$ cat src/rtl/phrase_rx_pkg.sv
// Shared definitions for the serial phrase command receiver.
// Assumes 8-bit command codes; the class boundaries are constants here.
package phrase_rx_pkg;

    typedef enum logic [1:0] {
        CMD_STOP     = 2'd0,
        CMD_PHRASE   = 2'd1,
        CMD_RESERVED = 2'd2
    } cmd_kind_t;

    localparam logic [7:0] STOP_VALUE    = 8'h00;
    localparam logic [7:0] RESERVED_BASE = 8'hF8;

    // Sort a completed code into stop, phrase or reserved.
    function automatic cmd_kind_t classify(input logic [7:0] code);
        if (code == STOP_VALUE)
            return CMD_STOP;
        else if (code >= RESERVED_BASE)
            return CMD_RESERVED;
        else
            return CMD_PHRASE;
    endfunction

endpackage

$ cat src/rtl/prx_sync.sv
// Multi-stage synchroniser for a group of asynchronous pins.
// Assumes each bit is independent (no bus coherence needed); resets to RST_VAL.
module prx_sync #(
    parameter int             W       = 3,
    parameter int             STAGES  = 2,
    parameter logic [W-1:0]   RST_VAL = '1
) (
    input  logic         clk,
    input  logic         rst_n,
    input  logic [W-1:0] async_i,
    output logic [W-1:0] sync_o
);
    logic [W-1:0] chain [STAGES];

    generate
        for (genvar s = 0; s < STAGES; s++) begin : g_stage
            if (s == 0) begin : g_first
                // First flop: captures the raw pin level.
                always_ff @(posedge clk) begin
                    if (!rst_n) chain[0] <= RST_VAL;
                    else        chain[0] <= async_i;
                end
            end else begin : g_next
                // Later flops: let metastability settle.
                always_ff @(posedge clk) begin
                    if (!rst_n) chain[s] <= RST_VAL;
                    else        chain[s] <= chain[s-1];
                end
            end
        end
    endgenerate

    assign sync_o = chain[STAGES-1];
endmodule

$ cat src/rtl/prx_start_timer.sv
// Two-wire frame start qualifier. Arms when the data line falls while the bit
// clock is high, then counts consecutive low clocks. Fires once on the
// START_CLKS-th low sample. Assumes START_CLKS >= 2 and synchronised inputs.
module prx_start_timer #(
    parameter int START_CLKS = 5
) (
    input  logic clk,
    input  logic rst_n,
    input  logic sd_s,
    input  logic si_s,
    input  logic sd_fall,
    output logic start_o
);
    localparam int CW = $clog2(START_CLKS + 1);
    localparam logic [CW-1:0] LAST = CW'(START_CLKS - 1);

    logic          timing_q;
    logic [CW-1:0] cnt_q;

    assign start_o = timing_q && !sd_s && si_s && (cnt_q == LAST);

    // Track the length of the low pulse that began with a qualifying fall.
    always_ff @(posedge clk) begin
        if (!rst_n) begin
            timing_q <= 1'b0;
            cnt_q    <= '0;
        end else if (sd_fall && si_s) begin
            timing_q <= 1'b1;
            cnt_q    <= CW'(1);
        end else if (timing_q) begin
            if (sd_s || !si_s || cnt_q == LAST)
                timing_q <= 1'b0;
            else
                cnt_q <= cnt_q + 1'b1;
        end
    end


    start_needs_low_chk: assert property (@(posedge clk) disable iff (!rst_n)
        start_o |-> (!sd_s && si_s && $past(!sd_s) && $past(si_s)));


    start_single_chk: assert property (@(posedge clk) disable iff (!rst_n)
        start_o |=> !start_o);
endmodule

$ cat src/rtl/prx_framer.sv
// Frame assembler: shifts data in MSB first on gated bit-clock falls and
// reports a completed code once. The frame closes after the last bit or on
// abort. Assumes start/abort are single-cycle or level controls from the top.
module prx_framer #(
    parameter int CODE_W = 8
) (
    input  logic              clk,
    input  logic              rst_n,
    input  logic              start_i,
    input  logic              abort_i,
    input  logic              gate_i,
    input  logic              si_fall,
    input  logic              sd_s,
    output logic              done_o,
    output logic [CODE_W-1:0] code_o
);
    localparam int CNT_W = $clog2(CODE_W + 1);
    localparam logic [CNT_W-1:0] LAST_BIT = CNT_W'(CODE_W - 1);

    logic              open_q;
    logic [CNT_W-1:0]  cnt_q;
    logic [CODE_W-1:0] shift_q;
    logic              take;

    assign take   = open_q && gate_i && si_fall && !abort_i;
    assign done_o = take && (cnt_q == LAST_BIT);
    assign code_o = {shift_q[CODE_W-2:0], sd_s};

    // Frame state: open on start, shift on each taken edge, close at the end.
    always_ff @(posedge clk) begin
        if (!rst_n) begin
            open_q  <= 1'b0;
            cnt_q   <= '0;
            shift_q <= '0;
        end else if (abort_i) begin
            open_q <= 1'b0;
            cnt_q  <= '0;
        end else if (start_i) begin
            open_q  <= 1'b1;
            cnt_q   <= '0;
            shift_q <= '0;
        end else if (take) begin
            shift_q <= code_o;
            if (cnt_q == LAST_BIT) begin
                open_q <= 1'b0;
                cnt_q  <= '0;
            end else begin
                cnt_q <= cnt_q + 1'b1;
            end
        end
    end


    bit_count_bound_chk: assert property (@(posedge clk) disable iff (!rst_n)
        cnt_q < CNT_W'(CODE_W));


    no_edge_after_done_chk: assert property (@(posedge clk) disable iff (!rst_n)
        done_o && !start_i |=> !done_o);


    abort_closes_chk: assert property (@(posedge clk) disable iff (!rst_n)
        abort_i |=> !open_q && cnt_q == '0);
endmodule

$ cat src/rtl/prx_cmd_latch.sv
// Command decode and single-entry phrase latch with a valid/ready handshake.
// Stop codes pulse stop_o and empty the latch; reserved codes are dropped.
// Assumes done_i is a one-cycle pulse.
module prx_cmd_latch
    import phrase_rx_pkg::*;
#(
    parameter int CODE_W = 8
) (
    input  logic              clk,
    input  logic              rst_n,
    input  logic              done_i,
    input  logic [CODE_W-1:0] code_i,
    input  logic              ready_i,
    output logic              valid_o,
    output logic [CODE_W-1:0] code_o,
    output logic              stop_o
);
    cmd_kind_t kind;
    logic      is_stop;
    logic      is_phrase;
    logic      room;

    assign kind      = classify(code_i);
    assign is_stop   = done_i && (kind == CMD_STOP);
    assign is_phrase = done_i && (kind == CMD_PHRASE);
    assign room      = !valid_o || ready_i;

    // Stop pulse register: one cycle per stop code.
    always_ff @(posedge clk) begin
        if (!rst_n) stop_o <= 1'b0;
        else        stop_o <= is_stop;
    end

    // Latch: stop empties it, a phrase fills it if there is room, accept frees it.
    always_ff @(posedge clk) begin
        if (!rst_n) begin
            valid_o <= 1'b0;
            code_o  <= '0;
        end else if (is_stop) begin
            valid_o <= 1'b0;
        end else if (is_phrase && room) begin
            valid_o <= 1'b1;
            code_o  <= code_i;
        end else if (valid_o && ready_i) begin
            valid_o <= 1'b0;
        end
    end


    code_range_chk: assert property (@(posedge clk) disable iff (!rst_n)
        valid_o |-> (code_o != STOP_VALUE && code_o < RESERVED_BASE));


    hold_until_accept_chk: assert property (@(posedge clk) disable iff (!rst_n)
        valid_o && !ready_i && !is_stop |=> valid_o && $stable(code_o));


    stop_one_cycle_chk: assert property (@(posedge clk) disable iff (!rst_n)
        stop_o |=> !stop_o);


    stop_empties_chk: assert property (@(posedge clk) disable iff (!rst_n)
        stop_o |-> !valid_o);
endmodule

$ cat src/rtl/phrase_cmd_rx.sv
// Top: serial phrase command receiver. Synchronises the pins, picks the
// framing scheme at elaboration, assembles codes and hands phrases downstream.
// Assumes bit-clock phases last several system clocks.
module phrase_cmd_rx #(
    parameter bit THREE_WIRE  = 1'b1,
    parameter int CODE_W      = 8,
    parameter int SYNC_STAGES = 2,
    parameter int START_CLKS  = 5
) (
    input  logic              clk,
    input  logic              rst_n,
    input  logic              sd_i,
    input  logic              si_i,
    input  logic              st_i,
    output logic              nar_o,
    output logic              cmd_valid_o,
    output logic [CODE_W-1:0] cmd_code_o,
    input  logic              cmd_ready_i,
    output logic              stop_o
);
    localparam int NPINS = 3;

    logic [NPINS-1:0] pins_s;
    logic             sd_s, si_s, st_s;
    logic             sd_q, si_q, st_q;
    logic             sd_fall, si_fall, st_fall;
    logic             start, abort, gate;
    logic             done;
    logic [CODE_W-1:0] code;

    prx_sync #(.W(NPINS), .STAGES(SYNC_STAGES), .RST_VAL('1)) u_sync (
        .clk     (clk),
        .rst_n   (rst_n),
        .async_i ({st_i, si_i, sd_i}),
        .sync_o  (pins_s)
    );

    assign {st_s, si_s, sd_s} = pins_s;

    // Previous synchronised levels, for edge detection.
    always_ff @(posedge clk) begin
        if (!rst_n) begin
            sd_q <= 1'b1;
            si_q <= 1'b1;
            st_q <= 1'b1;
        end else begin
            sd_q <= sd_s;
            si_q <= si_s;
            st_q <= st_s;
        end
    end

    assign sd_fall = sd_q && !sd_s;
    assign si_fall = si_q && !si_s;
    assign st_fall = st_q && !st_s;

    generate
        if (THREE_WIRE) begin : g_strobe
            assign start = st_fall;
            assign abort = st_s;
            assign gate  = !st_s;


            strobe_gate_chk: assert property (@(posedge clk) disable iff (!rst_n)
                done |-> !st_s);
        end else begin : g_timed
            prx_start_timer #(.START_CLKS(START_CLKS)) u_start (
                .clk     (clk),
                .rst_n   (rst_n),
                .sd_s    (sd_s),
                .si_s    (si_s),
                .sd_fall (sd_fall),
                .start_o (start)
            );
            assign abort = 1'b0;
            assign gate  = 1'b1;
        end
    endgenerate

    prx_framer #(.CODE_W(CODE_W)) u_framer (
        .clk     (clk),
        .rst_n   (rst_n),
        .start_i (start),
        .abort_i (abort),
        .gate_i  (gate),
        .si_fall (si_fall),
        .sd_s    (sd_s),
        .done_o  (done),
        .code_o  (code)
    );

    prx_cmd_latch #(.CODE_W(CODE_W)) u_latch (
        .clk     (clk),
        .rst_n   (rst_n),
        .done_i  (done),
        .code_i  (code),
        .ready_i (cmd_ready_i),
        .valid_o (cmd_valid_o),
        .code_o  (cmd_code_o),
        .stop_o  (stop_o)
    );

    assign nar_o = !cmd_valid_o;


    full_latch_keeps_chk: assert property (@(posedge clk) disable iff (!rst_n)
        cmd_valid_o && !cmd_ready_i && !stop_o && !done |=> $stable(cmd_code_o));
endmodule

$ cat config.mk
export PLATFORM = sky130hd
export DESIGN_NAME = phrase_cmd_rx
export DESIGN_NICKNAME = d
export VERILOG_FILES = /design/src/rtl/phrase_rx_pkg.sv /design/src/rtl/prx_sync.sv /design/src/rtl/prx_start_timer.sv /design/src/rtl/prx_framer.sv /design/src/rtl/prx_cmd_latch.sv /design/src/rtl/phrase_cmd_rx.sv
export SDC_FILE = /design/constraint.sdc
export NUM_CORES = 1
export LEC_CHECK = 0
export BUFFER_PORTS_ARGS = -buffer_cell sky130_fd_sc_hd__buf_4
export CAP_MARGIN = 25
export CORE_MARGIN = 2
export CORE_UTILIZATION = 45
export DETAILED_ROUTE_END_ITERATION = 8
export PLACE_DENSITY_LB_ADDON = 0.3
export SLEW_MARGIN = 30
export SYNTH_ARGS = -nofsm -noshare
export SYNTH_HDL_FRONTEND = slang
export SYNTH_SLANG_ARGS = --single-unit
export TNS_END_PERCENT = 50
$ cat constraint.sdc
create_clock -name clk -period 1.6 [get_ports clk]
set_input_delay 0.24 -clock clk [delete_from_list [all_inputs] [get_ports clk]]
set_output_delay 0.24 -clock clk [all_outputs]
set_load 0.005 [all_outputs]
Word-level counts from Yosys, hierarchy flattened
Memories as Yosys holds them, arrays and structs flattened.
Index checks and enable logic that the tools add are counted.
Cells by class
  $add $sub $neg: 1
  $lt $le $gt $ge: 1
  eq/ne operators: 2
  mux-type cells: 14
  bitwise gates (word level): 5
  reduce and logical (&&, ||, !) cells: 25
Operators by type and width (count)
  7-bit two-way mux: 2
  1-bit logical AND: 10
  8-bit greater-or-equal comparator, second input constant: 1
  8-bit logical NOT: 1
  1-bit two-way mux: 7
  3-bit two-way mux: 2
  2-bit AND reduction: 3
  2-bit nonzero test: 3
  4-bit by 1-bit adder with 4-bit output, second input constant: 1
  4-bit by 3-bit == test with 1-bit output, second input constant: 1
  2-bit two-way mux: 2
  4-bit two-way mux: 1
  2-bit OR reduction: 2
  1-bit logical NOT: 3
  1-bit inverter: 3
  3-bit OR reduction: 1
  2-bit by 1-bit == test with 1-bit output, second input constant: 1
  2-bit logical NOT: 1
  1-bit bitwise OR: 2
  1-bit logical OR: 1
Word-level totals
  register bits after elaboration: 24
  RAM bits: 6
  bits of input ports: 6
  output and inout port bits: 11
  memories kept: 1
Memory list
  u_sync.chain: words 2, bits a word 3, read ports 2, clocked after Yosys merged registers in 0, write ports 2, line prx_sync.sv:13  | logic [W-1:0] chain [STAGES];

Depth between registers and ports, before layout
Gate-level depths: netlist (run 1).
An unclocked memory read counts as a cell.
  depth in word-level cells: 9
  depth in mapped cells: 6
  depth with buffers taken out: 5

By module
A second synthesis (run 1) with hierarchy kept.
Second synthesis, totals
  cell total of the unflattened synthesis: 118
  area total of the unflattened synthesis: 1172.4 µm²
Modules (own cells, without submodules)
  prx_framer: times used 1, cells each 50, area each 515.5 µm², seq. area each 240.2 µm²
  prx_cmd_latch: times used 1, cells each 48, area each 426.7 µm², seq. area each 200.2 µm²
  prx_sync: times used 1, cells each 12, area each 157.7 µm², seq. area each 120.1 µm²
  phrase_cmd_rx: times used 1, cells each 8, area each 72.6 µm², seq. area each 40.0 µm²

Least setup slack after synthesis (run 1)
OpenSTA, ideal clock, no wires.
  path type: register -> register
  start: register u_framer.cnt_q[0]
  end: register u_latch.code_o[0]
  arrival: 1194 ps
  required time: 1475 ps
  slack: 280 ps
  cell stages (with the launch flop): 6
  cell sequence: dfxtp_1 > ha_1 > nor2b_1 > nand3_2 > o31ai_1 > a21oi_1
On the way
  cells in the longest elaborated chain, start to end: 5
  elaborated cells between the ends (all ways): 7
Ends and longest elaborated chain
  start: declaration: line prx_framer.sv:21  | logic [CNT_W-1:0] cnt_q;
  start signal: assignment: line prx_framer.sv:48  | cnt_q <= cnt_q + 1'b1;
  4-bit by 3-bit == test with 1-bit output (*): line prx_framer.sv:26  | assign done_o = take && (cnt_q == LAST_BIT);
  1-bit logical AND (*): line prx_framer.sv:26
  1-bit logical AND, on equally long branches: line prx_cmd_latch.sv:25, prx_cmd_latch.sv:24
  1-bit logical AND / 1-bit inverter (equally long branches)
  2-bit AND reduction (no line) (*)
  end signal: assignment: line prx_cmd_latch.sv:43  | code_o <= code_i;
  end: declaration: line prx_cmd_latch.sv:15  | output logic [CODE_W-1:0] code_o,
Every way passes the cells marked *; elsewhere a longest branch is shown, timed or not.
A chain may end at the register's enable or synchronous reset.

==> flow_summary.json, run 1 <==
{
  "port_buffers": 16,
  "dieArea_mm2": 0.002943,
  "switchingPower_uw": 281.6,
  "cts_resized": 0,
  "worstMarginPinSlew_ns": 0.5371,
  "grt_start_max_net_pins": 11,
  "drv_cap": 0,
  "routed_wl_mm": 2.145,
  "drive_gt1_share_pct": 23.74,
  "total_power_uw": 1263,
  "diodes": 0,
  "period_needed_ns": 1.490,
  "htree_levels": 2,
  "die_w_um": 54.25,
  "syn_area_mm2": 0.001136,
  "yosysUniqueCellTypes": 27,
  "drt_iter0_markers": 8,
  "path_class": "reg2reg",
  "syn_inst": 116,
  "hold_path.class": "in2reg",
  "routed_via_density": 5.456,
  "postRouteAntennaNets": 0,
  "final_common_cell": "dfxtp_1",
  "core_mm2": 0.002432,
  "power.internal_uw": 981.8,
  "finalHoldViolations": 0,
  "power_leakage_uw": 0.0005130,
  "final_cell_mix": "dfxtp_1 (30), buf_4 (19), a21oi_1 (12), nor2_1 (11)",
  "grt_pass1_vias": 808,
  "cts_made_buffers": 5,
  "netSwitchingFraction_pct": 22.29,
  "irDropWorstVdd_mv": 0.6894,
  "synth-seq-area-share_pct": 52.86,
  "comb_power_share_pct": 2.8,
  "fin_setup_tns_ns": 0,
  "clk_pin_slew_ns": 0.09,
  "clock-sinks": 30,
  "pin_count": 17,
  "wl_per_cell_um": 12.69,
  "setup_viol": 0,
  "post_cts_buffers": 0,
  "timing.fmax_ghz": 0.6710,
  "track_usage_pct": 16.57,
  "arrival_ns": 1.74,
  "rows": 18,
  "die_y_um": 54.25,
  "drc": 0,
  "cp.required_ns": 1.85,
  "clk_latency_ns": 0.33,
  "powerDensity_mw_per_mm2": 908.1,
  "cts_buffer_depth": 2,
  "clkPwrFrac_pct": 37.1,
  "initial_core_util_pct": 46.71,
  "grt-ovfl-total": 0,
  "grt_setup_unrepaired": "no",
  "syn_avg_cell_area_um2": 9.794,
  "vias": 922,
  "drt-pass1-iter-count": 4,
  "ctsHoldBuffers": 0,
  "synth_seq_cells": 30,
  "cp_max_fo": 8,
  "grt_pass1_wl_mm": 3.360,
  "syn_to_final_growth_pct": 22.47,
  "fin_worst_skew_ns": 0.01850,
  "seqPwrFrac_pct": 60.1,
  "final.period_utilization_pct": 93.14,
  "fin_nets": 145,
  "status": "complete, no violations",
  "drv_slew": 0,
  "cts_root_buffer": "clkbuf_4",
  "slew_headroom_pct": 63.95,
  "gp_congestion": 0.7496,
  "end_kind": "flip-flop",
  "antenna_found_initial": 0,
  "rrSetupSlack_ns": 0.11,
  "crit_path_start_kind": "flip-flop",
  "dp_hpwl_mm": 1.578,
  "ys_warn_count": 0,
  "cts_tree": "done",
  "synthesis.nets": 123
}
cells in the mapped netlist, drive strengths merged:
master | n | area (um^2)
inv | 2 | 7.510
nand4 | 9 | 56.30
nor4 | 2 | 12.51
or3 | 1 | 6.260
nor4bb | 1 | 10.01
xnor2 | 1 | 8.760
nand2 | 2 | 7.510
mux2i | 8 | 80.08
o31ai | 8 | 60.06
dfxtp | 30 | 600.6
ha | 1 | 12.51
a21oi | 12 | 60.06
nor2 | 11 | 41.29
nand3 | 3 | 20.02
nor3b | 1 | 7.510
buf | 4 | 21.27
and3 | 4 | 25.02
a21o | 1 | 7.510
clkinv | 1 | 3.750
o21ai | 1 | 5.000
nor3 | 1 | 5.000
xor2 | 1 | 8.760
nand2b | 9 | 56.30
nor2b | 2 | 12.51
cells by family after synthesis:
logic type | after synthesis | share of synthesized area [%]
and+or+nand+nor | 46 | 22.91
DFF | 30 | 52.86
AOI/OAI and AO/OA | 22 | 11.67
muxes | 8 | 7.049
buffers and inverters | 7 | 2.863
xor gates and xnor gates | 2 | 1.542
adders and majority gates | 1 | 1.101
stage by stage:
stage	utilization [%]	setup slack (ns)	instances	instance area, um^2	hold WS, ns
after detailed placement	53.50	0.09380	161	1301	0.4019
after global placement	53.50	0.1454	161	1301	0.3948
after floorplan	-	0.2803	116	1136	0.3130
after CTS	56.12	0.06674	169	1365	0.08512
after global routing	57.20	0.001376	169	1391	0.09234
final	57.20	0.1097	169	1391	0.09332
per-layer routing:
| metal | vias to the layer above | routed length [um] | global-route usage [%] | part of all wire [%] |
|---|---|---|---|---|
| met5 | - | 0 | 0 | 0 |
| met4 | 0 | 38 | 10.00 | 1.8 |
| met3 | 5 | 79 | 5.738 | 3.7 |
| met2 | 14 | 1052 | 25.90 | 49 |
| met1 | 438 | 974 | 19.45 | 45 |
| li1 | 465 | - | - | - |
power by group through the flow:
| stage | sequential (uW) | combinational (uW) | clock, uW |
|---|---|---|---|
| floorplan | 775 | 18.2 | 0 |
| detailed placement | 777 | 35.1 | 0 |
| global route | 761 | 39.0 | 501 |
| global placement | 777 | 34.1 | 0 |
| CTS | 759 | 35.3 | 481 |
| finish | 759 | 34.8 | 469 |
final timing paths:
path              cells after the start            endpoint          startpoint
setup reg to reg                      4   u_latch.code_o[0]  u_sync.chain[1][0]
hold / removal                        2  u_sync.chain[0][0]                sd_i
hold reg to reg                       1  u_sync.chain[1][0]  u_sync.chain[0][0]
setup / recovery                      4   u_latch.code_o[0]  u_sync.chain[1][0]
sequential cells by signal, summed over array words and instances (netlist names):
register / flops
u_framer.shift_q: 7
u_sync.chain: 6
u_framer.open_q: 1
st_q: 1
u_latch.valid_o: 1
u_latch.code_o: 8
u_latch.stop_o: 1
si_q: 1
u_framer.cnt_q: 4
worst max-delay path: stages (launching register included):
cell,delay (ns)
dfxtp_1,0.36
nor4_1,0.43
a21o_1,0.37
o31ai_1,0.11
a21oi_1,0.15
cell type report:
type / count / area (um^2)
fillers: 223 / 1041
flip-flops and latches: 30 / 600.6
multi-input cells: 79 / 535.5
repair buffers: 19 / 142.6
clock buffers: 6 / 51.30
well taps: 30 / 37.54
clock inverters: 2 / 12.51
inverters: 3 / 11.26
Power figures use the tool's default switching activity.
==> run 2, diff against run 1 <==
- ABC_AREA: default -> 1
==> run 2 against run 1 <==
  * Global-route usage rose by 0.42 points
  * Clock skew down 0.011 ns
  * Setup slack improved by 0.014 ns
  * Maximum frequency up 0.92%
  * Final cell count rose by 37%
  * Sequential power barely moved
  * Synthesized cell count rose by 54%
==> flow_summary.json, run 2 <==
{
  "status": "complete, no violations",
  "end_kind": "flip-flop",
  "pin_count": 17,
  "fin_setup_tns_ns": 0,
  "largest_reg_flops": 8,
  "drive_gt1_share_pct": 28.50,
  "routed_wl_mm": 2.461,
  "critPathCapture": "u_latch.code_o[2]",
  "synth_most_common_cell": "nand2_1",
  "cts_root_buffer": "clkbuf_4",
  "irDropWorstVdd_mv": 0.5208,
  "use_met1_pct": 18.68,
  "core_mm2": 0.002805,
  "finalHoldViolations": 0,
  "holdWs_ns": 0.09365,
  "final_common_cell": "nand2_1",
  "cts_buffer_depth": 2,
  "drt-pass1-iter-count": 4,
  "syn_area_mm2": 0.001354,
  "met3_usage_pct": 4.615,
  "drv_cap": 0,
  "rows": 19,
  "postRouteAntennaNets": 0,
  "synth_top_cell_area_share_pct": 44.36,
  "grt_start_max_net_pins": 17,
  "clock-sinks": 30,
  "slew_headroom_pct": 60.26,
  "grt_pass1_wl_mm": 4.422,
  "htree_levels": 2,
  "dp_slack_ns": 0.1574,
  "grt.busiest_layer": "met2",
  "synth_edf_count": 0,
  "hold_path.class": "in2reg",
  "reg2reg_from": "u_framer.cnt_q[0]",
  "die_w_um": 58.85,
  "dpl.cell_count": 223,
  "drc": 0,
  "synthesis.nets": 186,
  "arrival_ns": 1.70,
  "crit_path_start_kind": "flip-flop",
  "top_register": "u_latch.code_o",
  "port_buffers": 16,
  "synth_top_area_cell": "dfxtp_1",
  "syn_inst": 179,
  "ff2ff_path_depth": 8,
  "fin_worst_skew_ns": 0.007701,
  "n_fill_cell": 267,
  "grt-ovfl-total": 0,
  "track_usage_pct": 16.99,
  "final_cells": 231,
  "setup_viol": 0,
  "cts_made_buffers": 5,
  "synth_seq_cells": 30,
  "syn_avg_cell_area_um2": 7.563,
  "routed_via_density": 4.792,
  "final_cell_mix": "nand2_1 (34), dfxtp_1 (30), inv_1 (23), nor2_1 (18), buf_4 (16)",
  "synth-main-ff-cell": "dfxtp_1",
  "dp_hpwl_mm": 1.826,
  "cts_resized": 0,
  "post_cts_buffers": 0,
  "synthArstFlopShare_pct": 0,
  "timing.fmax_ghz": 0.6772,
  "grt_pass1_vias": 1098,
  "grtUsageMet2_pct": 29.37,
  "die_y_um": 58.85,
  "reg.largest.list": "u_latch.code_o x8, u_framer.shift_q x7, u_sync.chain x6",
  "grt_setup_unrepaired": "no",
  "syn_to_final_growth_pct": 14.97,
  "final.period_utilization_pct": 92.29,
  "diodes": 0,
  "cp_max_fo": 9,
  "drt_iter0_markers": 26,
  "initial_core_util_pct": 48.26,
  "vias": 1107,
  "yosys-top-cells-area": "dfxtp_1 (44%), nand2_1 (9.4%), inv_1 (6.4%)",
  "antenna_found_initial": 0,
  "dieArea_mm2": 0.003463,
  "startpoint": "u_framer.cnt_q[0]",
  "clk_pin_slew_ns": 0.09,
  "rrSetupSlack_ns": 0.12,
  "cts_tree": "done",
  "worstMarginPinSlew_ns": 0.5962,
  "reg2reg_to": "u_latch.code_o[2]",
  "cp.required_ns": 1.83,
  "path_class": "reg2reg",
  "ys_warn_count": 0,
  "synth-seq-area-share_pct": 44.36,
  "fin_nets": 206,
  "wl_per_cell_um": 10.65,
  "ctsHoldBuffers": 0,
  "synth_common_cells": "nand2_1 (34), dfxtp_1 (30), inv_1 (23), nor2_1 (18), inv_2 (12)",
  "clk_latency_ns": 0.33,
  "drv_slew": 0,
  "period_needed_ns": 1.477,
  "powerDensity_mw_per_mm2": 816.1,
  "gp_congestion": 0.7704,
  "fin_ws_ns": 0.1234,
  "yosysUniqueCellTypes": 28,
  "power_leakage_uw": 0.0007211
}
run 2: changes by cell type after synthesis, sizes merged, moves of 2 or more:
cell    change
nand2b      -9
nand3       +4
buf         -2
mux2i       -8
nor2       +14
nor2b       -2
or2         +7
nor4        -2
and3        -4
o21ai       +3
o31ai       -8
nand2      +39
inv        +33
run 2: final cells by class:
cell class                 instances  area [um^2]  area share (%)
multi-input combinational        111        605.6           38.91
sequential                        30        600.6           38.59
inverter                          35        131.4           8.441
timing repair buffer              16        120.1           7.717
clock buffer                       7        55.05           3.537
tap                               31        38.79           2.492
clock inverter                     1        5.005          0.3215
run 2: power by group:
| part | switching (uW) | leakage (uW) | total [uW] | internal, uW |
|---|---|---|---|---|
| Combinational | 28.9 | 0.000442 | 48.3 | 19.4 |
| Sequential | 4.34 | 0.000243 | 760 | 755 |
| Clock | 250 | 0.0000353 | 462 | 213 |
run 2: metrics by stage:
stage	util [%]	total power [uW]	instance area, um^2
after floorplan	-	807.8	1354
after global placement	53.35	823.7	1496
after detailed placement	53.35	825.1	1496
after CTS	55.49	1289	1556
after global routing	55.49	1322	1556
final	55.49	1270	1556
run 2: kinds of logic after synthesis:
group	Yosys count	synth area share [%]
flip-flops	30	44.36
adder cells (fa/ha/maj)	1	0.9241
AND/OR/NAND/NOR	91	35.86
buffers and inverters	38	10.90
AO/OA/AOI/OAI	19	7.949
run 2: routing by layer:
layer	wire, um	vias to the layer above	part of all wire [%]
li1	-	602	-
met1	1079	481	44
met2	1247	19	51
met3	91	5	3.7
met4	42	0	1.7
met5	0	-	0
run 2: worst min path at each step:
| stage | start | end | slack (ns) | depth (start not counted) |
|---|---|---|---|---|
| detailed placement | u_sync.chain[0][1] | u_sync.chain[1][1] | 0.40 | 1 |
| global route | st_i | u_sync.chain[0][2] | 0.08 | 2 |
| finish | st_i | u_sync.chain[0][2] | 0.09 | 2 |
| CTS | si_i | u_sync.chain[0][1] | 0.08 | 2 |
| global placement | u_sync.chain[0][1] | u_sync.chain[1][1] | 0.39 | 1 |
| floorplan | sd_i | u_sync.chain[0][0] | 0.35 | 1 |
run 2: worst max-delay path, stage by stage (launching register included):
cell and delay [ns]:
dfxtp_1 0.40, ha_1 0.23, inv_2 0.07, nor2_2 0.14, nand2_2 0.12, nor2_8 0.16, nand4_1 0.11, nand2_1 0.11
nor2_1 0.04
==> run 3, diff against run 2 <==
- SYNTH_HIERARCHICAL: default -> 1
- clock period: 1.6 -> 1.78 ns (I/O delays scaled with it)
==> run 3 against run 2 <==
  * Wire length fell by 4.5%
  * Global-route usage fell by 1.0 points
  * Synthesized cell count fell by 2.8%
  * Clock skew rose by 0.0014 ns
  * Hold slack improved by 0.022 ns
  * Sequential cell count did not move
  * Sequential share of layout area rose by 1.8 points
  * Critical path type unchanged
  * Critical endpoint is now u_latch/code_o[1]
==> flow_summary.json, run 3 <==
{
  "status": "complete, no violations",
  "drc": 0,
  "pin_count": 17,
  "drt-pass1-iter-count": 4,
  "setup_viol": 0,
  "synth_common_cells": "nand2_1 (34), dfxtp_1 (30), inv_1 (25), nor2_1 (24), nand3_1 (23)",
  "period_needed_ns": 1.565,
  "finalHoldViolations": 0,
  "reg2reg_to": "u_latch/code_o[1]",
  "wl_per_cell_um": 10.44,
  "synth-main-ff-cell": "dfxtp_1",
  "clock-sinks": 30,
  "arrival_ns": 1.78,
  "yosysUniqueCellTypes": 22,
  "htree_levels": 2,
  "cts_made_buffers": 5,
  "diodes": 0,
  "fin_worst_skew_ns": 0.009090,
  "cts_tree": "done",
  "reg2reg_from": "u_framer/cnt_q[0]",
  "syn_to_final_growth_pct": 14.00,
  "postRouteAntennaNets": 0,
  "rows": 19,
  "netSwitchingFraction_pct": 20.94,
  "worstMarginPinSlew_ns": 0.3487,
  "yosys-top-cells-area": "dfxtp_1 (46%), nand2_1 (9.8%), nand3_1 (8.8%)",
  "top_register": "u_latch/code_o",
  "dieArea_mm2": 0.003347,
  "final_cell_mix": "nand2_1 (34), dfxtp_1 (30), inv_1 (25), nor2_1 (24), nand3_1 (23)",
  "port_buffers": 16,
  "routed_via_density": 4.951,
  "drt_iter0_markers": 33,
  "synthesis.nets": 181,
  "synth_edf_count": 0,
  "slew_headroom_pct": 76.70,
  "path_class": "reg2reg",
  "synth-seq-area-share_pct": 46.02,
  "clk_latency_ns": 0.32,
  "cts_buffer_depth": 2,
  "clk_pin_slew_ns": 0.09,
  "powerDensity_mw_per_mm2": 819.6,
  "end_kind": "flip-flop",
  "synth_top_cell_area_share_pct": 46.02,
  "core_mm2": 0.002758,
  "syn_avg_cell_area_um2": 7.500,
  "post_cts_buffers": 0,
  "comb_power_share_pct": 3.7,
  "grt_pass1_vias": 996,
  "hold_end": "u_sync/chain[0][2]",
  "drive_gt1_share_pct": 19.07,
  "synth_seq_cells": 30,
  "initial_core_util_pct": 47.32,
  "grt_setup_unrepaired": "no",
  "cp.required_ns": 2.00,
  "synthArstFlopShare_pct": 0,
  "syn_inst": 174,
  "power_leakage_uw": 0.0006768,
  "largest_reg_flops": 8,
  "clkPwrFrac_pct": 40.4,
  "grt_start_max_net_pins": 21,
  "drv_cap": 0,
  "final.period_utilization_pct": 87.93,
  "syn_area_mm2": 0.001305,
  "grt_pass1_wl_mm": 4.008,
  "dp_slack_ns": 0.2297,
  "timing.fmax_ghz": 0.6389,
  "ff2ff_path_depth": 10,
  "routed_wl_mm": 2.350,
  "cts_resized": 0,
  "ctsHoldBuffers": 0,
  "synth_top_area_cell": "dfxtp_1",
  "grt-ovfl-total": 0,
  "fin_nets": 200,
  "rrSetupSlack_ns": 0.21,
  "reg.largest.list": "u_latch/code_o x8, u_framer/shift_q x7, u_sync/chain x6",
  "irDropWorstVdd_mv": 0.4918,
  "vias": 1114,
  "synth_most_common_cell": "nand2_1",
  "holdPathStages": 3,
  "hold_path.class": "in2reg",
  "drv_slew": 0,
  "dp_hpwl_mm": 1.642,
  "ys_warn_count": 6,
  "seqPwrFrac_pct": 55.9,
  "final_common_cell": "nand2_1",
  "min_from": "st_i",
  "cts_root_buffer": "clkbuf_4",
  "gp_congestion": 0.7332,
  "switchingPower_uw": 255.3,
  "antenna_found_initial": 0,
  "fin_setup_tns_ns": 0,
  "die_y_um": 57.85,
  "cp_max_fo": 17,
  "power.internal_uw": 964.0,
  "fin_ws_ns": 0.2148,
  "crit_path_start_kind": "flip-flop",
  "die_w_um": 57.85,
  "track_usage_pct": 15.98
}
## run 3: cell count changes after synthesis, moves of 6 or more
cell / delta
a21oi_1: +6
inv_2: -10
nand3_1: +16
nand4_1: -8
nor2_1: +6
or2_2: -6
## run 3: cell families after synthesis
logic type,Yosys count,share of synthesized area (%)
adders and majority gates,1,0.9586
AOI/OAI and AO/OA,20,8.342
DFF,30,46.02
xor gates and xnor gates,1,0.6713
and+or+nand+nor,89,30.87
buffers and inverters,33,13.13
## run 3: critical path, stage by stage, from the launching register on
cell	delay (ns)
dfxtp_1	0.36
ha_1	0.20
nand2_1	0.07
nor2_1	0.09
nand2_1	0.09
inv_1	0.08
o21a_1	0.13
buf_4	0.21
nand3_1	0.11
nand2_1	0.09
nor2_1	0.04
## run 3: metal layers
layer  up-vias  GRT usage (%)  wire, um
met4         0          8.970        37
met2        31          26.79      1142
li1        579              -         -
met1       499          18.12      1043
met5         -              0         0
met3         5          4.688       126
## run 3: how the worst max path moves through the flow
stage | startpoint | endpoint | slack [ns] | cells past startpoint
floorplan | si_q | u_latch/code_o[7] | 0.33 | 12
global placement | si_q | u_latch/code_o[1] | 0.30 | 11
detailed placement | u_framer/cnt_q[0] | u_latch/code_o[1] | 0.23 | 10
CTS | u_framer/cnt_q[0] | u_latch/code_o[1] | 0.21 | 10
global route | u_framer/cnt_q[0] | u_latch/code_o[1] | 0.06 | 10
finish | u_framer/cnt_q[0] | u_latch/code_o[1] | 0.21 | 10
## run 3: area by class of cell
class | count | area, um^2
clock buffer | 8 | 78.83
tap | 31 | 38.79
fill | 268 | 1270
timing repair buffer | 18 | 135.1
inverter | 27 | 101.3
sequential | 30 | 600.6
multi-input combinational | 111 | 533.0
## run 3: per-stage QoR
stage / power (uW) / instance area, um^2 / hold WS (ns) / cells / utilization [%]
floorplan: 730.7 / 1305 / 0.3339 / 174 / -
global placement: 741.3 / 1409 / 0.3828 / 217 / 51.09
detailed placement: 743.1 / 1409 / 0.3949 / 217 / 51.09
CTS: 1239 / 1488 / 0.1031 / 225 / 53.95
global route: 1273 / 1488 / 0.1162 / 225 / 53.95
finish: 1219 / 1488 / 0.1154 / 225 / 53.95
## run 3: power groups by stage
stage | registers (uW) | logic, uW | clock network (uW)
after global routing | 683 | 52.0 | 538
after detailed placement | 698 | 45.5 | 0
after CTS | 682 | 45.7 | 511
after global placement | 697 | 44.2 | 0
final | 682 | 45.4 | 492
after floorplan | 696 | 34.2 | 0
